--- config.mk ---
export PLATFORM = sky130hd
export DESIGN_NAME = rstgrp_ctrl
export DESIGN_NICKNAME = d
export VERILOG_FILES = /design/src/rtl/rstgrp_pkg.sv /design/src/rtl/rstgrp_mask.sv /design/src/rtl/rstgrp_row2blk.sv /design/src/rtl/rstgrp_settle.sv /design/src/rtl/rstgrp_ctrl.sv
export SDC_FILE = /design/constraint.sdc
export NUM_CORES = 1
export LEC_CHECK = 0
export BUFFER_PORTS_ARGS = -buffer_cell sky130_fd_sc_hd__clkbuf_2
export CORE_MARGIN = 4
export CORE_UTILIZATION = 30
export DETAILED_ROUTE_END_ITERATION = 7
export PLACE_DENSITY = 0.5
export SETUP_SLACK_MARGIN = 0.1
export SYNTH_ARGS = -nofsm -noshare
export SYNTH_HDL_FRONTEND = slang
export SYNTH_SLANG_ARGS = --single-unit
--- constraint.sdc ---
create_clock -name clk -period 2.7 [get_ports clk]
set_input_delay 0.27 -clock clk [delete_from_list [all_inputs] [get_ports clk]]
set_output_delay 0.27 -clock clk [all_outputs]
set_load 0.05 [all_outputs]
--- src/rtl/rstgrp_pkg.sv ---
package rstgrp_pkg;
  typedef enum logic [1:0] {
    GRP_ONE  = 2'd0,
    GRP_PAIR = 2'd1,
    GRP_FOUR = 2'd2,
    GRP_ALL  = 2'd3
  } grp_mode_e;
endpackage

--- src/rtl/rstgrp_mask.sv ---
module rstgrp_mask
  import rstgrp_pkg::*;
#(
  parameter int NUM_BLK = 16,
  parameter int BLK_W   = $clog2(NUM_BLK)
) (
  input  grp_mode_e          mode_i,
  input  logic [BLK_W-1:0]   idx_i,
  output logic [NUM_BLK-1:0] mask_o
);
  // A block is covered when its index matches the request above the
  // bits that the grouping mode drops.
  always_comb begin
    for (int b = 0; b < NUM_BLK; b++) begin
      logic [BLK_W-1:0] bv;
      bv = BLK_W'(b);
      unique case (mode_i)
        GRP_ONE:  mask_o[b] = (bv == idx_i);
        GRP_PAIR: mask_o[b] = ((bv >> 1) == (idx_i >> 1));
        GRP_FOUR: mask_o[b] = ((bv >> 2) == (idx_i >> 2));
        default:  mask_o[b] = 1'b1;
      endcase
    end
  end
endmodule

--- src/rtl/rstgrp_row2blk.sv ---
module rstgrp_row2blk #(
  parameter int NUM_BLK  = 16,
  parameter int ROWS_BLK = 48,
  parameter int BLK_W    = $clog2(NUM_BLK),
  parameter int ROW_W    = $clog2(NUM_BLK * ROWS_BLK)
) (
  input  logic [ROW_W-1:0] row_i,
  output logic [BLK_W-1:0] blk_o,
  output logic             valid_o
);
  localparam int ROWS_TOTAL = NUM_BLK * ROWS_BLK;

  // Division by a constant block height: count the block boundaries
  // that lie at or below the row.
  logic [NUM_BLK-1:0] past_edge;

  generate
    for (genvar k = 0; k < NUM_BLK; k++) begin : g_edge
      if (k == 0) begin : g_zero
        assign past_edge[k] = 1'b0;
      end else begin : g_cmp
        assign past_edge[k] = ({1'b0, row_i} >= (ROW_W+1)'(k * ROWS_BLK));
      end
    end
  endgenerate

  always_comb begin
    blk_o = '0;
    for (int k = 1; k < NUM_BLK; k++)
      if (past_edge[k]) blk_o = BLK_W'(k);
  end

  assign valid_o = ({1'b0, row_i} < (ROW_W+1)'(ROWS_TOTAL));
endmodule

--- src/rtl/rstgrp_settle.sv ---
module rstgrp_settle #(
  parameter int NUM_BLK  = 16,
  parameter int SETTLE_W = 16
) (
  input  logic                clk,
  input  logic                rst,
  input  logic [NUM_BLK-1:0]  hit_i,
  input  logic [SETTLE_W-1:0] settle_i,
  output logic [NUM_BLK-1:0]  busy_o
);
  // Each block owns a countdown that reloads on every reset covering it.
  generate
    for (genvar b = 0; b < NUM_BLK; b++) begin : g_blk
      logic [SETTLE_W-1:0] cnt_q;
      always_ff @(posedge clk) begin
        if (rst)                cnt_q <= '0;
        else if (hit_i[b])      cnt_q <= settle_i;
        else if (cnt_q != '0)   cnt_q <= cnt_q - 1'b1;
      end
      assign busy_o[b] = (cnt_q != '0);
    end
  endgenerate
endmodule

--- src/rtl/rstgrp_ctrl.sv ---
module rstgrp_ctrl
  import rstgrp_pkg::*;
#(
  parameter int NUM_BLK  = 16,
  parameter int ROWS_BLK = 48,
  parameter int SETTLE_W = 16,
  parameter int BLK_W    = $clog2(NUM_BLK),
  parameter int ROW_W    = $clog2(NUM_BLK * ROWS_BLK)
) (
  input  logic                clk,
  input  logic                rst,
  input  logic [1:0]          grp_mode,
  input  logic                rst_req,
  input  logic [BLK_W-1:0]    rst_idx,
  input  logic [SETTLE_W-1:0] settle_cycles,
  input  logic                ld_req,
  input  logic [ROW_W-1:0]    ld_row,
  output logic [NUM_BLK-1:0]  rst_line,
  output logic [NUM_BLK-1:0]  ld_en,
  output logic                ld_rej
);
  logic [NUM_BLK-1:0] grp_mask;
  logic [NUM_BLK-1:0] hit;
  logic [NUM_BLK-1:0] busy;
  logic [NUM_BLK-1:0] line_q;
  logic [BLK_W-1:0]   tgt_blk;
  logic               tgt_ok;
  logic               rej_q;

  rstgrp_mask #(.NUM_BLK(NUM_BLK), .BLK_W(BLK_W)) u_mask (
    .mode_i (grp_mode_e'(grp_mode)),
    .idx_i  (rst_idx),
    .mask_o (grp_mask)
  );

  assign hit = rst_req ? grp_mask : '0;

  rstgrp_settle #(.NUM_BLK(NUM_BLK), .SETTLE_W(SETTLE_W)) u_settle (
    .clk      (clk),
    .rst      (rst),
    .hit_i    (hit),
    .settle_i (settle_cycles),
    .busy_o   (busy)
  );

  rstgrp_row2blk #(
    .NUM_BLK(NUM_BLK), .ROWS_BLK(ROWS_BLK), .BLK_W(BLK_W), .ROW_W(ROW_W)
  ) u_row (
    .row_i   (ld_row),
    .blk_o   (tgt_blk),
    .valid_o (tgt_ok)
  );

  always_ff @(posedge clk) begin
    if (rst) begin
      line_q <= '0;
      rej_q  <= 1'b0;
    end else begin
      line_q <= hit;
      rej_q  <= ld_req & (~tgt_ok | ~ld_en[tgt_blk]);
    end
  end

  assign rst_line = line_q;
  assign ld_en    = ~(line_q | busy);
  assign ld_rej   = rej_q;
endmodule

==> impl_summary.txt, run 1 <==
----------------------------------------------------
[Routing]
  Drc violations ... 0
  First-pass iteration count of the detailed router ... 5
  Final routed wirelength across all metal layers ... slightly below 50,000 um
  Remaining antenna violation count ... 0
  DR iter-0 viols ... approximately 1,100
  DR WL/cell ... around 18 um
  Vias per Instance ... approximately 5.1
  Routed via count ... 13,900

[Layout]
  Filler Cells Inserted ... just over 5,000
  Multi-input logic area ... approximately 9000 um^2
  Fraction of layout cells with a size suffix above 1 ... 0.194
  Number of nets in the final layout ... 2,089
  FF+latch area ... 5490 um^2
  Core Util, Final ... 0.379
  Layout Area Growth over Synthesis ... 25.2%
  Cell area after layout ... 18,500 um^2
  N_diodes ... 0

[Die]
  CORE AREA ... 48,800 um^2
  DIE AREA ... 52,900 um^2
  Initial cell density of the core ... 0.303
  Number of placement rows ... between 80 and 90
  Num ports ... 69
  X dimension of the die ... ~230 um
  Die height ... about 230 um

[Clock tree]
  Number of buffers inserted during clock tree synthesis ... 34
  Clock Root Buffer ... sky130_fd_sc_hd__clkbuf_16
  Number of levels in the clock H-tree ... 2
  Clock-pin transition on the worst setup and hold timing paths ... ~0.06 ns
  Maximum buffer depth of the clock tree ... 3
  CTS tree ... done
  Post-CTS Hold Buffers ... 0
  Clock latency on the worst-skew pair ... around 0.54 ns
  Total clock sinks ... approximately 270

[STA]
  Tightest slew margin relative to the limit ... 0.125
  Setup repair after global routing missed its margin ... yes
  Fin crit period ... 2.99 ns
  Maximum clock frequency ... between 300 and 400 MHz
  Count of final hold-check violations ... 0
  Final setup slack of the worst path ... -0.289 ns
  Number of pins exceeding their max-slew limit in the final report ... 0
  Final critical-path share of the clock period ... 1.11
  Transition time of the tightest slew-check pin ... between 1 and 1.5 ns
  Worst Clk Skew ... 0.0264 ns
  Final-report setup violation count ... 3

[GRT]
  Global-route wire length before repair ... about 75,000 um
  Global Route Usage Sum ... 0.179
  Busiest layer in global routing ... met2
  Initial antenna violation count ... 1
  Vias in the first global route ... roughly 13,000
  Met1 capacity usage during global routing ... 0.244
  Grt met3 use ... 0.0294
  Global route overflow ... 0
  Met2 GRT Util ... 0.298
  Largest net degree at the start of global routing ... 109

[Power]
  Clock Power Share ... 0.189
  Total Power ... around 26,000 uW
  Cell Int Power ... ~15,000 uW
  Cell Pwr Density ... ~1400 nW/um^2
  Part of the total power dissipated in sequential elements ... 0.288
  Combinational share of power ... 0.524
  Leakage ... around 0.0073 uW
  Switching power share of the total ... 0.398
  Peak supply drop ... 0.000447 V
  Net switching power ... 10,200 uW

[Yosys]
  Commonest register cell after synthesis ... sky130_fd_sc_hd__dfxtp_1
  EDFF count, synth ... 0
  Number of warning messages in the yosys log ... 0
  Syn Std Cell Area ... ~15,000 um^2
  Register area share after synthesis ... 0.370
  Avg Cell Area, Syn ... 7.71 um^2
  Post-synthesis instance total ... roughly 1,900
  Mapped Nets ... between 1,500 and 2,000
  Synth Register Bits ... roughly 270
  Number of unique standard cell types used by synthesis ... just over 70
  Share of flip-flops with an asynchronous set or reset ... 0

[Status]
  Violated checks ... negative setup slack
  Result of the run ... complete, but fails checks

[Worst hold path]
  Tightest Hold Check Type ... in -> reg

[Place]
  Final GP Congestion ... ~0.84
  Total placed instance area ... between 15,000 and 20,000 um^2
  Half-perimeter wire length of the detailed placement result ... about 30,000 um
  Post-place setup slack ... -0.0550 ns
  Number of input and output port buffers inserted ... 64

[Critical path]
  Crit Path Max Fanout ... 2
  Standard cell with the maximum stage delay on the critical path ... sky130_fd_sc_hd__or4b_4
  Cell breakdown of the critical path ... inv_2 > ha_4 > or4b_4 > or4_4 > or3b_4 > nor2_4 > buf_12 > buf_12
  Required time at the worst-slack endpoint ... 2.43 ns
  Family with the most delay on the worst path ... simple AND/OR/NAND/NOR gates
  Largest incremental delay on the critical path ... about 0.46 ns
  CP dominant cell by count ... sky130_fd_sc_hd__buf_12
  Critical path start-end classification ... reg -> out
  Number of buffer and inverter stages on the critical path ... 3
  Setup crit end kind ... output pin
  Arrival time reported for the critical path endpoint ... 2.72 ns
  Type of element launching the critical path ... register

[Run]
  Max Cap Violations ... 0

----------------------------------------------------
power by group through the flow:
stage	Sequential [uW]	Clock (uW)	Combinational, uW
3_5_place_dp	7280	0	11800
3_3_place_gp	7250	0	11700
5_1_grt	7630	5160	15100
6_report	7400	4850	13500
2_1_floorplan	6970	0	9290
4_1_cts	7310	4980	12900
repair_timing:
action	in CTS	in global routing
setup buffers	38	20
pin swaps	33	22
endpoints found under the setup margin	21	30
resized for setup	97	67
registers in the layout, summed over array words and instances, names as in the netlist:
register	cells
ld_rej	1
u_settle.g_blk.cnt_q	256
rst_line	16
cells in the mapped netlist, drive strengths merged, types with 27 or more instances:
master  count  share of area
xnor2     110          0.065
nand2     158          0.040
or3        30          0.013
inv        42          0.011
nor3      139          0.047
or4        36          0.019
nand3      27         0.0091
a211oi     94          0.048
dfxtp     273           0.37
a22oi      41          0.021
o21ai      29         0.0098
nor2      353          0.090
xor2       72          0.043
clkbuf    109          0.028
a21oi     139          0.047
nor4       44          0.021
worst reg2reg max path: cells and delay by family (launching register included):
family / cells / cell delay [ns]
compound gates: 2 / 0.21
flops: 1 / 0.32
buf+inv: 2 / 0.20
fa+ha+maj: 1 / 0.12
mux: 1 / 0.13
simple gates: 4 / 1.43
cell usage in the layout (no fill, tap or decap), types with 20 or more instances in the layout:
cell type,instances
sky130_fd_sc_hd__o21ai_0,25
sky130_fd_sc_hd__a22oi_1,41
sky130_fd_sc_hd__a21oi_1,139
sky130_fd_sc_hd__xnor2_1,110
sky130_fd_sc_hd__nor3_1,136
sky130_fd_sc_hd__a211oi_1,91
sky130_fd_sc_hd__nor4_1,34
sky130_fd_sc_hd__nand3_1,23
sky130_fd_sc_hd__or4_1,23
sky130_fd_sc_hd__inv_1,29
sky130_fd_sc_hd__buf_4,132
sky130_fd_sc_hd__xor2_1,72
sky130_fd_sc_hd__clkbuf_16,35
sky130_fd_sc_hd__nand2_1,157
sky130_fd_sc_hd__clkbuf_2,47
sky130_fd_sc_hd__nor2_1,343
sky130_fd_sc_hd__nor2b_1,20
sky130_fd_sc_hd__dfxtp_1,255
layer usage:
metal | up-vias | wire length, um
met3 | 49 | 1900
met1 | 6658 | 23200
met5 | - | 0
met2 | 212 | 22800
met4 | 0 | 925
li1 | 6968 | -
worst paths after layout:
check                                    from                          end  slack [ns]  depth (start not counted)
setup / recovery  u_settle.g_blk[11].cnt_q[1]                    ld_en[11]       -0.29                          8
hold / removal                         ld_req                       ld_rej        0.05                          3
setup reg to reg  u_settle.g_blk[11].cnt_q[1]                       ld_rej        0.13                         10
hold reg to reg   u_settle.g_blk[6].cnt_q[14]  u_settle.g_blk[6].cnt_q[14]        0.50                          2
layout make-up:
cell class / count / share of cell area
multi-input combinational: 1480 / 0.498
sequential: 273 / 0.297
timing repair buffer: 206 / 0.0879
clock buffer: 49 / 0.0556
tap: 664 / 0.0449
inverter: 42 / 0.00852
clock inverter: 9 / 0.00818
through the flow:
step / cells / setup TNS [ns] / hold WS (ns)
after floorplan: 1917 / -0.0509 / 0.389
after global placement: 2611 / -0.0182 / 0.478
final: 2723 / -0.475 / 0.0539
after CTS: 2705 / -0.636 / 0.0448
after global routing: 2723 / -0.752 / 0.0428
after detailed placement: 2611 / -0.0550 / 0.487
kinds of logic after synthesis:
logic type,count (synthesis),share of synthesized area
flip-flops,273,0.370
multiplexers,20,0.0140
adder cells (fa/ha/maj),16,0.0135
AND/OR/NAND/NOR,895,0.292
XOR/XNOR,182,0.108
buffers and inverters,164,0.0424
AO/OA/AOI/OAI,367,0.161
Note: power is estimated with default switching activity, not from simulation.
==> inputs of run 2 (changes only) <==
--- a/config.mk
+++ b/config.mk
@@ -9,7 +9,7 @@
 export CORE_MARGIN = 4
 export CORE_UTILIZATION = 30
 export DETAILED_ROUTE_END_ITERATION = 7
-export PLACE_DENSITY = 0.5
+export PLACE_DENSITY = 0.49
 export SETUP_SLACK_MARGIN = 0.1
 export SYNTH_ARGS = -nofsm -noshare
 export SYNTH_HDL_FRONTEND = slang
==> constraint.sdc (replaced) <==
create_clock -name clk -period 3.4 [get_ports clk]
set_input_delay 0.34 -clock clk [delete_from_list [all_inputs] [get_ports clk]]
set_output_delay 0.34 -clock clk [all_outputs]
set_load 0.05 [all_outputs]
==> run 2 against run 1 <==
Compared with the run above:
- the flow now finishes without violations
- total power down 28%
- sequential power shrank 22%
- critical path depth fell by 1
- flip-flop and latch count is the same
- combinational power is 34% lower
- sequential share of layout area is 2.4 points higher
- die area unchanged
- critical endpoint unchanged
- highest routed layer unchanged
==> impl_summary.txt, run 2 (synthesis gave the netlist of run 1 again) <==
----------------------------------------------------
[Status]
  Result of the run ... finished clean

[Routing]
  Final routed wirelength across all metal layers ... 47,000 um (-3.6%)
  Drc violations ... 0 (unchanged)
  Routed via count ... 13,600 (-2.2%)
  Remaining antenna violation count ... 0 (unchanged)
  DR WL/cell ... 17.9 um (about the same)
  Vias per Instance ... 5.17 (+1.5%)
  DR iter-0 viols ... 1,020 (-4.4%)
  First-pass iteration count of the detailed router ... 5 (unchanged)

[GRT]
  Global route overflow ... 0 (unchanged)
  Largest net degree at the start of global routing ... 152 (+39%)
  Initial antenna violation count ... 4 (+3)
  Vias in the first global route ... 12,800 (-2.3%)
  Global-route wire length before repair ... 72,800 um (-3.5%)
  Global Route Usage Sum ... 0.172 (-0.00647)

[Power]
  Peak supply drop ... 0.000348 V (-22%)
  Cell Pwr Density ... 1090 nW/um^2 (-21%)
  Leakage ... 0.00659 uW (-9.0%)
  Total Power ... 18,600 uW (-28%)

[Run]
  Max Cap Violations ... 0 (unchanged)

[Critical path]
  Standard cell with the maximum stage delay on the critical path ... sky130_fd_sc_hd__or4_4
  Setup slack of the most critical reg-to-reg path ... 0.56 ns (+0.43 ns)
  Required time at the worst-slack endpoint ... 3.06 ns (+0.63 ns)
  Cell depth of the worst flop-to-flop path ... 9 (-1)
  Type of element launching the critical path ... register
  Capture point of the worst reg-to-reg path ... ld_rej
  Number of buffer and inverter stages on the critical path ... 2 (-1)
  Largest incremental delay on the critical path ... 0.54 ns (+0.08 ns)
  Family with the most delay on the worst path ... simple AND/OR/NAND/NOR gates
  Setup crit end kind ... output pin
  Crit Path Max Fanout ... 6 (+4)
  Cell breakdown of the critical path ... inv_1 > ha_1 > or4b_4 > or4_4 > or3b_4 > nor2_4 > buf_8
  Launch point of the worst reg-to-reg path ... u_settle.g_blk[11].cnt_q[0]
  Critical path start-end classification ... reg -> out
  Arrival time reported for the critical path endpoint ... 2.92 ns (+0.20 ns)

[STA]
  Fin crit period ... about 3.3 ns
  Worst Clk Skew ... 0.0155 ns (-0.0109 ns)
  Setup repair after global routing missed its margin ... yes
  Count of final hold-check violations ... 0 (unchanged)
  Tightest slew margin relative to the limit ... 0.172 (+0.0470)
  Setup tns final ... 0 ns (+0.475 ns)
  Number of pins exceeding their max-slew limit in the final report ... 0 (unchanged)
  WHS ... 0.104 ns (+0.0498 ns)
  Final-report setup violation count ... 0 (-3)
  Transition time of the tightest slew-check pin ... 1.24 ns (-0.0703 ns)
  Maximum clock frequency ... between 300 and 400 MHz
  Final critical-path share of the clock period ... 0.960

[Place]
  Final GP Congestion ... 0.789 (-5.8%)
  Total placed instance area ... 15,800 um^2 (-3.3%)
  Half-perimeter wire length of the detailed placement result ... 29,200 um (-2.3%)
  Number of input and output port buffers inserted ... 64 (unchanged)

[Worst hold path]
  Startpoint of the tightest hold check path ... ld_req
  Worst hold stages ... 3 (unchanged)
  Endpoint, Worst Hold ... ld_rej
  Tightest Hold Check Type ... in -> reg

[Clock tree]
  Maximum buffer depth of the clock tree ... 3 (unchanged)
  Total clock sinks ... 273 (unchanged)
  Number of buffers inserted by post-CTS setup repair ... 0 (-100%)
  CTS tree ... done
  Number of levels in the clock H-tree ... 2 (unchanged)
  Clock latency on the worst-skew pair ... 0.54 ns (about the same)
  Number of buffers inserted during clock tree synthesis ... 36 (+5.9%)
  Clock-pin transition on the worst setup and hold timing paths ... 0.05 ns (about the same)
  Clock Root Buffer ... sky130_fd_sc_hd__clkbuf_16

[Layout]
  Commonest non-fill, non-tap cell in the layout ... sky130_fd_sc_hd__nor2_1
  Number of nets in the final layout ... 1,985 (-5.0%)
  Layout Area Growth over Synthesis ... 15.2%
  FF+latch area ... 5470 um^2 (-0.46%)
  Cell area after layout ... 17,000 um^2 (-8.0%)
  Core Util, Final ... 0.349 (-0.0301)
  Register bank with the most flops ... u_settle.g_blk.cnt_q
  Fraction of layout cells with a size suffix above 1 ... 0.101 (-0.0926)
  Multi-input logic area ... 8770 um^2 (-4.9%)
  Flip-flop count of the largest register after layout ... 256 (unchanged)
  Filler Cells Inserted ... 5,249 (+3.5%)
  Most frequent cells in the layout ... sky130_fd_sc_hd__nor2_1 (351), sky130_fd_sc_hd__dfxtp_1 (273), sky130_fd_sc_hd__nand2_1 (158)

[Die]
  CORE AREA ... 48,800 um^2 (unchanged)
  Initial cell density of the core ... 0.303 (unchanged)
  DIE AREA ... 52,900 um^2 (unchanged)
  Number of placement rows ... 81 (unchanged)
  Die height ... 230 um (unchanged)
  X dimension of the die ... 230 um (unchanged)
  Num ports ... 69 (unchanged)

----------------------------------------------------
==> run 2: metal layers <==
metal / up-vias / share of wire / global-route usage
met1: 6486 / 0.47 / 0.232
li1: 6769 / - / -
met5: - / 0 / 0
met4: 0 / 0.030 / 0.0611
met2: 248 / 0.46 / 0.282
met3: 75 / 0.041 / 0.0263
==> run 2: worst max path at each step <==
stage | cells after the start | endpoint | slack (ns) | startpoint
floorplan | 8 | ld_rej | 0.13 | u_settle.g_blk[8].cnt_q[0]
global route | 7 | ld_en[11] | 0.05 | u_settle.g_blk[11].cnt_q[0]
detailed placement | 8 | ld_rej | 0.36 | ld_row[7]
finish | 7 | ld_en[11] | 0.14 | u_settle.g_blk[11].cnt_q[0]
CTS | 7 | ld_en[11] | 0.002 | u_settle.g_blk[11].cnt_q[0]
global placement | 7 | ld_en[11] | 0.38 | u_settle.g_blk[11].cnt_q[0]
==> run 2: timing repair <==
action	CTS	global route
pin swaps	0	1
resized for setup	8	10
setup endpoints to repair	5	6
hold buffers	0	0
==> run 2: through the flow <==
stage,std cells,worst slack [ns]
finish,2624,0.137
global route,2622,0.0483
CTS,2620,0.00155
detailed placement,2559,0.359
global placement,2559,0.383
floorplan,1917,0.126
==> run 2: area by class of cell <==
type	instances	share of cell area
Tap cell	664	0.0488
Clock inverter	3	0.00382
Timing Repair Buffer	100	0.0361
Antenna cell	4	0.000587
Inverter	42	0.00925
Sequential cell	273	0.321
Multi-Input combinational cell	1480	0.515
Clock buffer	58	0.0660
==> run 2: tightest hold or removal path, delay by kind of cell <==
| kind | cells | cell delay [ns] |
|---|---|---|
| buffers and inverters | 2 | 0.20 |
| AOI/OAI and AO/OA | 1 | 0.04 |
==> run 2: power by group <==
group | leakage, uW | switching (uW) | internal [uW] | total, uW
logic | 0.00376 | 4840 | 4120 | 8960
registers | 0.00225 | 1280 | 4510 | 5780
clock network | 0.000585 | 1470 | 2400 | 3860
total | 0.00659 | 7590 | 11000 | 18600
